**src/rtl/cdt_pkg.sv**
```systemverilog
package cdt_pkg;
  localparam int VEC_W      = 8;
  localparam int SHIFT_W    = 3;
  localparam int DIVCFG_W   = 4;
  localparam logic [DIVCFG_W-1:0] DIV_KEEP = 4'hB;
  localparam int PERIODIC_BIT = 17;
  localparam int MASK_BIT     = 16;

  typedef enum logic [1:0] {
    WR_DIV  = 2'd0,
    WR_INIT = 2'd1,
    WR_CTRL = 2'd2,
    WR_NONE = 2'd3
  } wsel_e;

  typedef enum logic [1:0] {
    RD_DIV  = 2'd0,
    RD_INIT = 2'd1,
    RD_CUR  = 2'd2,
    RD_ZERO = 2'd3
  } rsel_e;

  typedef struct packed {
    logic             periodic;
    logic             masked;
    logic [VEC_W-1:0] vector;
  } ctrl_t;

  function automatic logic [SHIFT_W-1:0] cfg_to_shift(input logic [DIVCFG_W-1:0] cfg);
    logic [SHIFT_W-1:0] v;
    v = {cfg[3], cfg[1:0]};
    return v + 3'd1;
  endfunction
endpackage

```
**src/rtl/cdt_prescaler.sv**
```systemverilog
module cdt_prescaler #(
  parameter int SHIFT_W = 3
) (
  input  logic               clk,
  input  logic               rst_n,
  input  logic               restart_i,
  input  logic [SHIFT_W-1:0] shift_i,
  output logic               tick_o
);
  localparam int NTAP    = 2 ** SHIFT_W;
  localparam int PRESC_W = NTAP - 1;

  logic [PRESC_W-1:0] presc_q;
  logic [NTAP-1:0]    tap;

  always_ff @(posedge clk) begin
    if (!rst_n)         presc_q <= '0;
    else if (restart_i) presc_q <= '0;
    else                presc_q <= presc_q + 1'b1;
  end

  assign tap[0] = 1'b1;
  for (genvar s = 1; s < NTAP; s++) begin : g_tap
    assign tap[s] = &presc_q[s-1:0];
  end

  assign tick_o = tap[shift_i];


  presc_restart_chk: assert property (@(posedge clk) disable iff (!rst_n)
    restart_i |=> (presc_q == '0));
endmodule

```
**src/rtl/cdt_counter.sv**
```systemverilog
module cdt_counter #(
  parameter int CNT_W = 32,
  parameter int VEC_W = 8
) (
  input  logic             clk,
  input  logic             rst_n,
  input  logic             load_i,
  input  logic [CNT_W-1:0] load_val_i,
  input  logic [CNT_W-1:0] reload_val_i,
  input  logic             tick_i,
  input  logic             periodic_i,
  input  logic             masked_i,
  input  logic [VEC_W-1:0] vector_i,
  output logic [CNT_W-1:0] count_o,
  output logic             fire_o,
  output logic [VEC_W-1:0] vector_o
);
  logic [CNT_W-1:0] cnt_q;
  logic             armed_q;
  logic             fire_q;
  logic [VEC_W-1:0] vec_q;
  logic             at_zero;
  logic             wrap;

  assign at_zero = (cnt_q == '0);
  assign wrap    = tick_i && at_zero && (reload_val_i != '0) && (periodic_i || armed_q);

  always_ff @(posedge clk) begin
    if (!rst_n) begin
      cnt_q   <= '0;
      armed_q <= 1'b0;
    end else if (load_i) begin
      cnt_q   <= load_val_i;
      armed_q <= 1'b1;
    end else if (tick_i) begin
      if (!at_zero)
        cnt_q <= cnt_q - 1'b1;
      else if (periodic_i && reload_val_i != '0)
        cnt_q <= reload_val_i;
      if (wrap && !periodic_i)
        armed_q <= 1'b0;
    end
  end

  always_ff @(posedge clk) begin
    if (!rst_n) begin
      fire_q <= 1'b0;
      vec_q  <= '0;
    end else begin
      fire_q <= !load_i && wrap && !masked_i;
      if (wrap) vec_q <= vector_i;
    end
  end

  assign count_o  = cnt_q;
  assign fire_o   = fire_q;
  assign vector_o = vec_q;


  pulse_width_chk: assert property (@(posedge clk) disable iff (!rst_n)
    fire_q |=> !fire_q);

  mask_gate_chk: assert property (@(posedge clk) disable iff (!rst_n)
    fire_q |-> !$past(masked_i));

  no_rise_chk: assert property (@(posedge clk) disable iff (!rst_n)
    (!load_i && !at_zero) |=> (cnt_q <= $past(cnt_q)));

  oneshot_floor_chk: assert property (@(posedge clk) disable iff (!rst_n)
    (!load_i && !periodic_i && at_zero) |=> (cnt_q == '0));
endmodule

```
**src/rtl/tick_countdown.sv**
```systemverilog
module tick_countdown
  import cdt_pkg::*;
#(
  parameter int CNT_W = 32
) (
  input  logic             clk,
  input  logic             rst_n,
  input  logic             wr_en,
  input  logic [1:0]       wr_sel,
  input  logic [CNT_W-1:0] wr_data,
  input  logic [1:0]       rd_sel,
  output logic [CNT_W-1:0] rd_data,
  output logic             expire_pulse,
  output logic [VEC_W-1:0] expire_vector
);
  logic [DIVCFG_W-1:0] div_q;
  logic [CNT_W-1:0]    init_q;
  ctrl_t               ctrl_q;
  logic                load;
  logic                tick;
  logic [CNT_W-1:0]    cur_count;
  logic [SHIFT_W-1:0]  shift;

  assign load  = wr_en && (wsel_e'(wr_sel) == WR_INIT);
  assign shift = cfg_to_shift(div_q);

  always_ff @(posedge clk) begin
    if (!rst_n) begin
      div_q  <= '0;
      init_q <= '0;
      ctrl_q <= '{periodic: 1'b0, masked: 1'b1, vector: '0};
    end else if (wr_en) begin
      case (wsel_e'(wr_sel))
        WR_DIV:  div_q  <= wr_data[DIVCFG_W-1:0] & DIV_KEEP;
        WR_INIT: init_q <= wr_data;
        WR_CTRL: ctrl_q <= '{periodic: wr_data[PERIODIC_BIT],
                             masked:   wr_data[MASK_BIT],
                             vector:   wr_data[VEC_W-1:0]};
        default: ;
      endcase
    end
  end

  cdt_prescaler #(.SHIFT_W(SHIFT_W)) u_presc (
    .clk       (clk),
    .rst_n     (rst_n),
    .restart_i (load),
    .shift_i   (shift),
    .tick_o    (tick)
  );

  cdt_counter #(.CNT_W(CNT_W), .VEC_W(VEC_W)) u_cnt (
    .clk          (clk),
    .rst_n        (rst_n),
    .load_i       (load),
    .load_val_i   (wr_data),
    .reload_val_i (init_q),
    .tick_i       (tick),
    .periodic_i   (ctrl_q.periodic),
    .masked_i     (ctrl_q.masked),
    .vector_i     (ctrl_q.vector),
    .count_o      (cur_count),
    .fire_o       (expire_pulse),
    .vector_o     (expire_vector)
  );

  always_comb begin
    case (rsel_e'(rd_sel))
      RD_DIV:  rd_data = {{(CNT_W-DIVCFG_W){1'b0}}, div_q};
      RD_INIT: rd_data = init_q;
      RD_CUR:  rd_data = cur_count;
      default: rd_data = '0;
    endcase
  end


  zero_init_quiet_chk: assert property (@(posedge clk) disable iff (!rst_n)
    (!load && init_q == '0) |=> !expire_pulse);
endmodule

```
**config.mk**
```make
export PLATFORM = sky130hd
export DESIGN_NAME = tick_countdown
export DESIGN_NICKNAME = d
export VERILOG_FILES = /design/src/rtl/cdt_pkg.sv /design/src/rtl/cdt_prescaler.sv /design/src/rtl/cdt_counter.sv /design/src/rtl/tick_countdown.sv
export SDC_FILE = /design/constraint.sdc
export NUM_CORES = 1
export LEC_CHECK = 0
export BUFFER_PORTS_ARGS = -buffer_cell sky130_fd_sc_hd__buf_4
export CAP_MARGIN = 20
export CORE_MARGIN = 2
export CORE_UTILIZATION = 58
export CTS_CLUSTER_DIAMETER = 40
export CTS_CLUSTER_SIZE = 12
export DETAILED_ROUTE_END_ITERATION = 12
export PLACE_DENSITY = 0.88
export SKIP_LAST_GASP = 1
export SYNTH_ARGS = -nofsm -noshare
export SYNTH_HDL_FRONTEND = slang
export SYNTH_HIERARCHICAL = 1
export SYNTH_SLANG_ARGS = --single-unit
export TNS_END_PERCENT = 10
```
**constraint.sdc**
```tcl
create_clock -name clk -period 2.7 [get_ports clk]
set_input_delay 0.27 -clock clk [delete_from_list [all_inputs] [get_ports clk]]
set_output_delay 0.27 -clock clk [all_outputs]
set_load 0.01 [all_outputs]
```
== Yosys cells after proc, flatten, opt, wreduce, memory -nomap -nowiden ==
Index checks and enable logic that the tools add are counted.
Word-level totals
  output and inout port bits: 41
  logic and storage cells: 60
  input port bits: 39
  flip-flop bits (word level): 94
Operators by class
  $add $sub $neg: 3
  reduce and logical (&&, ||, !) cells: 30
  muxes and demuxes: 10
  equal/unequal tests: 5
  $lt $le $gt $ge: 1
  bitwise operators: 1
Operators by type and width (number)
  32-bit 2-to-1 mux: 4
  32-bit case mux with 3 select lines: 1
  32-bit zero test: 1
  32-bit nonzero test: 1
  32-bit by 1-bit subtractor with 32-bit output (second input constant): 1
  2-bit AND reduction: 6
  1-bit logical AND: 8
  7-bit by 1-bit adder with 7-bit output (second input constant): 1
  7-bit AND reduction: 1
  6-bit AND reduction: 1
  5-bit AND reduction: 1
  2-bit by 1-bit == test with 1-bit output (second input constant): 2
  2-bit == test (second input constant): 2
  2-bit zero test: 2
  3-bit by 4-bit less-than comparator with 1-bit output (second input constant): 1
  1-bit 2-to-1 mux: 4
  4-bit AND reduction: 1
  2-bit nonzero test: 2
  3-bit by 1-bit adder with 3-bit output (second input constant): 1
  1-bit binary-select mux with 3-bit select: 1
  1-bit zero test: 3
  3-bit by 2-bit inequality test with 1-bit output (second input constant): 1
  3-bit AND reduction: 1
  2-bit OR reduction: 1
  other kinds (2): 2

== Depth between registers and ports, before layout ==
Gate-level depths: netlist of the first run.
  depth after elaboration: 10
  gate-level depth with buffers: 11
  depth with buffers taken out: 9

== By module ==
Netlist of the first run, hierarchy kept.
Modules (own cells, without submodules)
  cdt_counter: area each 3036.7 um^2, instances 1, cells an instance 384, seq. area each 840.8 um^2
  tick_countdown: area each 2184.6 um^2, instances 1, cells an instance 232, seq. area each 900.9 um^2
  cdt_prescaler: area each 365.4 um^2, instances 1, cells an instance 43, seq. area each 140.1 um^2

== Worst setup path before layout of the first run ==
Ideal clock, no wire load.
  kind: reg-to-reg
  start point: register div_q[0]
  end point: register u_cnt.vec_q[0] (netlist: u_cnt/vector_o[0])
  setup time: 0.116 ns
  cell stages (with the launch flop): 10
  path buffers: 0
  setup slack: 0.632 ns
  arrival time: 1.952 ns
  cell sequence: dfxtp_1 ha_1 xor2_1 and2_1 a32oi_1 o211a_1 o221ai_1 nor2_4 mux2i_1 nor2b_1
Between the ends
  cells in the longest elaborated chain, start to end: 6
Ends and longest elaborated chain
  from (decl): line tick_countdown.sv:16  | logic [DIVCFG_W-1:0] div_q;
  from (signal assigned): line tick_countdown.sv:34  | WR_DIV: div_q <= wr_data[DIVCFG_W-1:0] & DIV_KEEP;
  3-bit by 1-bit adder with 3-bit output: line cdt_pkg.sv:32  | return v + 3'd1;
  named net shift[2]: line tick_countdown.sv:22  | logic [SHIFT_W-1:0] shift;
  1-bit binary-select mux with 3-bit select: line cdt_prescaler.sv:27  | assign tick_o = tap[shift_i];
  1-bit 2-to-1 mux (implied by the code): line cdt_prescaler.sv:27
  named net tick: line tick_countdown.sv:20  | logic tick;
  1-bit logical AND (3 in a row): line cdt_counter.sv:26  | assign wrap = tick_i && at_zero && (reload_val_i != '0) && (periodic_i || armed_q);
  to (signal assigned): line cdt_counter.sv:51  | if (wrap) vec_q <= vector_i;
  to (decl): line cdt_counter.sv:21  | logic [VEC_W-1:0] vec_q;
The timed path passes the listed nets, and every way through them passes these cells. The select of a mux whose other input is x is not followed.
A chain may end at the register's enable or synchronous reset.

== Worst setup path after layout of the first run ==
  start point: register u_cnt.cnt_q[8] (netlist: u_cnt/count_o[8])
  end point: register u_cnt.cnt_q[27] (netlist: u_cnt/count_o[27])
Between the ends
  cells in the longest elaborated chain, start to end: 4
  elaborated cells on any way between the ends: 7
  classes of those cells: add/sub (1); eq/ne (1); mux (3); reduce/logical (2)
Ends and longest elaborated chain
  from (decl): line cdt_counter.sv:18  | logic [CNT_W-1:0] cnt_q;
  from (signal assigned): line cdt_counter.sv:33  | cnt_q <= load_val_i;
  from (signal assigned): line cdt_counter.sv:37  | cnt_q <= cnt_q - 1'b1;
  from (signal assigned): line cdt_counter.sv:39  | cnt_q <= reload_val_i;
  32-bit by 1-bit subtractor with 32-bit output / 32-bit zero test (equally long branches): line cdt_counter.sv:37, cdt_counter.sv:25
  32-bit 2-to-1 mux: line cdt_counter.sv:36  | if (!at_zero)
  32-bit 2-to-1 mux: line cdt_counter.sv:35  | end else if (tick_i) begin
  32-bit 2-to-1 mux: line cdt_counter.sv:32  | end else if (load_i) begin
Parallel ways exist; a longest one is shown, timed or not. The select of a mux whose other input is x is not followed.

==> results of run 1 <==
metrics by stage:
step | utilization, % | setup WS (ns) | std cells | cell area [um^2] | power, W
after CTS | 69.5 | 0.109 | 861 | 6450 | 0.00397
after global routing | 69.5 | -0.0620 | 861 | 6460 | 0.00421
final | 69.5 | 0.125 | 861 | 6460 | 0.00401
after detailed placement | 67.3 | 0.145 | 845 | 6250 | 0.00301
after global placement | 67.3 | 0.289 | 845 | 6250 | 0.00296
after floorplan | - | 0.632 | 659 | 5590 | 0.00261
cell families after synthesis:
kind of cell / Yosys count
flops: 94
mux: 55
simple gates: 261
buf+inv: 59
compound gates: 164
fa+ha+maj: 5
xor+xnor: 21
Yosys cell counts (3+ instances only):
master / count / area (um^2)
nor3_2: 3 / 30.0
o31a_1: 3 / 26.3
a21oi_1: 32 / 160
nand3_1: 18 / 90.1
nand4_1: 12 / 75.1
and3_1: 3 / 18.8
a31oi_1: 9 / 56.3
and2_1: 5 / 31.3
buf_6: 14 / 158
o21ai_1: 5 / 25.0
o21ai_0: 27 / 135
nor4_1: 15 / 93.8
nor2_1: 39 / 146
nor3_1: 10 / 50.1
ha_1: 5 / 62.6
or3_1: 4 / 25.0
nand3_2: 3 / 30.0
o2bb2ai_1: 7 / 61.3
a22o_1: 29 / 254
o221a_1: 4 / 45.0
inv_1: 12 / 45.0
nand2_1: 109 / 409
xnor2_1: 10 / 87.6
and4_1: 4 / 35.0
nand2b_1: 4 / 25.0
mux2i_1: 55 / 551
clkbuf_1: 19 / 71.3
dfxtp_1: 94 / 1880
o211a_1: 3 / 30.0
nor2b_1: 13 / 81.3
xor2_1: 11 / 96.3
o211ai_1: 11 / 82.6
buf_2: 13 / 65.1
o221a_2: 3 / 33.8
a211o_1: 4 / 35.0
sequential cells by signal, indices dropped and copies added (netlist names):
| signal | count |
|---|---|
| init_q | 32 |
| u_cnt/count_o | 32 |
| ctrl_q | 10 |
| u_cnt/vector_o | 8 |
| u_presc/presc_q | 7 |
| div_q | 3 |
| u_cnt/armed_q | 1 |
| u_cnt/fire_o | 1 |
report_power, final:
group / total [W] / switching (W) / leakage, nW / internal, W
registers: 0.00166 / 0.000172 / 0.766 / 0.00149
clock network: 0.000968 / 0.000531 / 0.0984 / 0.000437
logic: 0.00138 / 0.000796 / 1.72 / 0.000586
path summary, 6_finish.rpt:
| check | endpoint | slack [ns] | depth (start not counted) |
|---|---|---|---|
| max | u_cnt/count_o[27] | 0.12 | 6 |
| min reg2reg | ctrl_q[5] | 0.47 | 2 |
| min | init_q[22] | 0.16 | 3 |
| max reg2reg | u_cnt/count_o[27] | 0.12 | 6 |
metal layers:
layer | wire, um | vias to the layer above
li1 | - | 2531
met1 | 6660 | 2593
met3 | 1470 | 67
met4 | 563 | 0
met2 | 7680 | 321
met5 | 0 | -
layout make-up:
cell class	instances	area [um^2]	share of cell area (%)
clock buffer	10	128	1.98
clock inverter	6	71.3	1.10
inverter	12	45.0	0.698
multi-input combinational	506	3380	52.3
sequential	94	1880	29.1
tap	129	161	2.50
timing repair buffer	104	793	12.3
worst min-delay path: cells and delay by family:
family,cells,cell delay [ns]
buffers and inverters,1,0.11
AND/OR/NAND/NOR,1,0.05
multiplexers,1,0.05
==> flow_summary.toml, run 1 <==
[layout]
layout.nets = 771
final_common_cell = "nand2_1"
final_layout_size_suffix_gt1_share_pct = 20.1
syn2layout_area_growth_pct = 15.6
n_fill_cell = 738
insertedDiodeCount = 0
final_cell_mix = "109 x nand2_1, 103 x buf_4, 94 x dfxtp_1"

[floorplan]
rows = 35
die_h_um = 102
die_area_um2 = 10400
core_area_um2 = 9280
start_util_pct = 60.2
die_width_um = 102
ios = 80

[grt]
use_met3_pct = 6.70
first_global_vias = 5353
grt_usage_pct = 31.8
grt_max_degree = 62
antenna_found_initial = 0
gr-max-usage-layer = "met2"
grt_first_pass_wirelength_um = 26400
globalRouteMet2Util_pct = 50.4
met1_usage_pct = 42.1
overflow = 0

[synth]
synth_area_um2 = 5590
yosys_register_bits = 94
synthMuxAreaShare_pct = 9.85
synth_ff_type = "dfxtp_1"
syn-instance-count = 659
synth_top_family_by_area = "simple AND/OR/NAND/NOR gates"
yosys_warnings = 6
synthSimpleGateAreaFrac_pct = 24.9
synth_cell_types = 73
synth-xor-area-share_pct = 3.29
synthAdderAreaFrac_pct = 1.12
postSynthAreaPerCell_um2 = 8.48
syn_nets = 703
synth_edf_count = 0
synth_compound_area_share_pct = 20.9
synth-async-reset-ratio_pct = 0
ys_seq_area_share_pct = 33.7

[clocking]
cts_resized = 0
cts_root_buffer = "clkbuf_8"
clk_latency_ns = 0.37
cts_max_path_buffers = 2
post_cts_buffers = 0
path_clk_slew_ns = 0.10
cts_tree = "yes"
cts_hold_buf = 0
h-tree-depth = 3
cts.sinks = 94
numCtsBuffers = 9

[worst_setup_path]
cp_slowest_cell = "o21ai_0"
r2r_start = "u_cnt/count_o[8]"
required_ns = 2.92
cp-end-kind = "flip-flop"
crit_fanout = 7
cp.arrival_ns = 2.79
crit_chain = "nor4_4, and4_1, nand4_4, o21ai_0, a211o_1, a31oi_1"
cpPeakStageDelay_ns = 0.62
cp.buffers_inverters = 0
path_class = "reg2reg"
cp-start-kind = "flip-flop"
critPathLaunch = "u_cnt/count_o[8]"
critical-path-top-delay-family = "simple AND/OR/NAND/NOR gates"

[hold_path]
min_from = "wr_data[22]"
min_path_type = "in2reg"

[timing]
clock_skew_ns = 0.0111
post-route-min-period_ns = 2.58
hold_viol = 0
timing.setup.tns_ns = 0
finalSetupViolCount = 0
drv_slew = 0
whs_ns = 0.157
rsz0062_at_grt = "yes"
timing.final.crit_share_pct = 95.4
worst_pin_slew_ns = 0.854
relSlewSlack_pct = 42.9
max_freq_mhz = 388

[route]
drt_iter0_drc = 614
drc = 0
wl_per_cell_um = 19.0
vias = 5512
detail-route-antenna-nets = 0
first_pass_iters = 6
wirelength_um = 16400
routed_via_density = 6.40

[flow_run]
drv_cap = 0

[power]
ir_worst_vdd_mv = 0.317
p_leak_nw = 2.59
powerDensity_nw_per_um2 = 622

[placed_design]
gp_congestion = 0.941
port_buffers = 79
hpwl_um = 11300

[status]
run_status = "finished clean"
Power figures use the tool's default switching activity.
==> run 2: changes to the inputs <==
--- a/config.mk
+++ b/config.mk
@@ -9,6 +9,7 @@
 export CAP_MARGIN = 20
 export CORE_MARGIN = 2
 export CORE_UTILIZATION = 58
+export CTS_BUF_LIST = sky130_fd_sc_hd__clkbuf_16
 export CTS_CLUSTER_DIAMETER = 40
 export CTS_CLUSTER_SIZE = 12
 export DETAILED_ROUTE_END_ITERATION = 12
==> run 2 against run 1 <==
Power increased by 8.3%. Setup slack got worse by 0.030 ns. Cell count unchanged. Largest power group unchanged. Routed wire length increased by 1.7%. Clock power increased by 33%.
==> flow_summary.toml, run 2 (synthesized netlist as in run 1, its figures left out) <==
[worst_setup_path]
cp.arrival_ns = 2.83
cp-start-kind = "flip-flop"
path_class = "reg2reg"
cp-end-kind = "flip-flop"
required_ns = 2.93
crit_fanout = 8

[floorplan]
die_area_um2 = 10400
rows = 35
die_width_um = 102
start_util_pct = 60.2
ios = 80
die_h_um = 102
core_area_um2 = 9280

[layout]
insertedDiodeCount = 0
layout.nets = 771
final_common_cell = "nand2_1"
final_cells = 861
final_layout_size_suffix_gt1_share_pct = 20.1
final_cell_mix = "109 x nand2_1, 103 x buf_4, 94 x dfxtp_1"
syn2layout_area_growth_pct = 17.4
n_fill_cell = 721
finish.utilization_pct = 70.6

[route]
drt_iter0_drc = 650
vias = 5638
drc = 0
first_pass_iters = 5
routed_via_density = 6.55
detail-route-antenna-nets = 0
wirelength_um = 16600
wl_per_cell_um = 19.3

[clocking]
clk_latency_ns = 0.34
path_clk_slew_ns = 0.07
post_cts_buffers = 0
cts.sinks = 94
cts_tree = "yes"
h-tree-depth = 3
numCtsBuffers = 9
cts_max_path_buffers = 2
cts_root_buffer = "clkbuf_16"

[grt]
first_global_vias = 5500
grt_max_degree = 62
antenna_found_initial = 0
grt_first_pass_wirelength_um = 26800
overflow = 0
grt_usage_pct = 32.2

[power]
comb_power_share_pct = 31.9
power_w = 0.00435
swShare_pct = 35.5
powerDensity_nw_per_um2 = 663
clkPwrFrac_pct = 29.8
power_switching_w = 0.00154
p_int_w = 0.00280
p_leak_nw = 2.64
seqPwrFrac_pct = 38.3
ir_worst_vdd_mv = 0.420

[placed_design]
hpwl_um = 11300
gp_congestion = 0.941
placed_cells = 845
port_buffers = 79

[hold_path]
min_path_type = "in2reg"

[timing]
clock_skew_ns = 0.00870
whs_ns = 0.191
drv_slew = 0
timing.final.crit_share_pct = 96.5
rsz0062_at_grt = "yes"
timing.setup.tns_ns = 0
relSlewSlack_pct = 41.6
post-route-min-period_ns = 2.61
hold_viol = 0
worst_pin_slew_ns = 0.874
max_freq_mhz = 384
finalSetupViolCount = 0

[flow_run]
drv_cap = 0

[status]
run_status = "finished clean"
[run 2: cell count changes in the layout (fill, tap and decap cells not counted)]
cell / change
clkbuf_16: +9
inv_1: +1
clkbuf_1: -1
clkbuf_8: -9
[run 2: timing repair]
item	4_1_cts	5_1_grt
setup endpoints to repair	0	15
gates resized for setup	0	1
hold buffers	0	0
[run 2: routing by layer]
metal	share of wire (%)	track usage (%)	wire length, um	vias up
met1	40	42.3	6650	2672
met3	10	5.47	1660	72
met2	46	51.1	7710	353
li1	-	-	-	2541
met4	3.8	16.7	627	0
met5	0	0	0	-
[run 2: layout make-up]
cell class                 count  area [um^2]  area share, %
multi-input combinational    506         3380           51.5
sequential                    94         1880           28.7
timing repair buffer         104          793           12.1
clock buffer                   9          225           3.43
tap                          129          161           2.46
clock inverter                 7         75.1           1.14
inverter                      12         45.0          0.687
[run 2: critical path: stages, from the launching register on]
cell and delay (ns):
dfxtp_1 0.38, ha_1 0.18, xor2_1 0.31, nor2b_1 0.10, a32oi_1 0.21, o211a_1 0.21
buf_4 0.16, o221ai_1 0.21, nor2_4 0.37, mux2i_1 0.30, nor2b_1 0.07
[run 2: final timing paths]
kind               start                end  slack (ns)  cells after the start
min reg2reg    ctrl_q[5]          ctrl_q[5]        0.46                      2
min          wr_data[22]         init_q[22]        0.19                      3
max reg2reg     div_q[0]  u_cnt/vector_o[4]        0.09                     10
max             div_q[0]  u_cnt/vector_o[4]        0.09                     10
[run 2: power by group through the flow]
stage | registers (W) | clock network, W | logic (W)
after CTS | 0.00166 | 0.00129 | 0.00134
after global placement | 0.00168 | 0 | 0.00128
after floorplan | 0.00164 | 0 | 0.000967
final | 0.00166 | 0.00129 | 0.00139
after detailed placement | 0.00169 | 0 | 0.00132
after global routing | 0.00168 | 0.00135 | 0.00150
[run 2: stage by stage]
step / cell area (um^2) / setup slack, ns
6_report: 6560 / 0.0946
5_1_grt: 6560 / -0.0355
4_1_cts: 6550 / 0.0881
3_5_place_dp: 6250 / 0.145
3_3_place_gp: 6250 / 0.289
2_1_floorplan: 5590 / 0.632
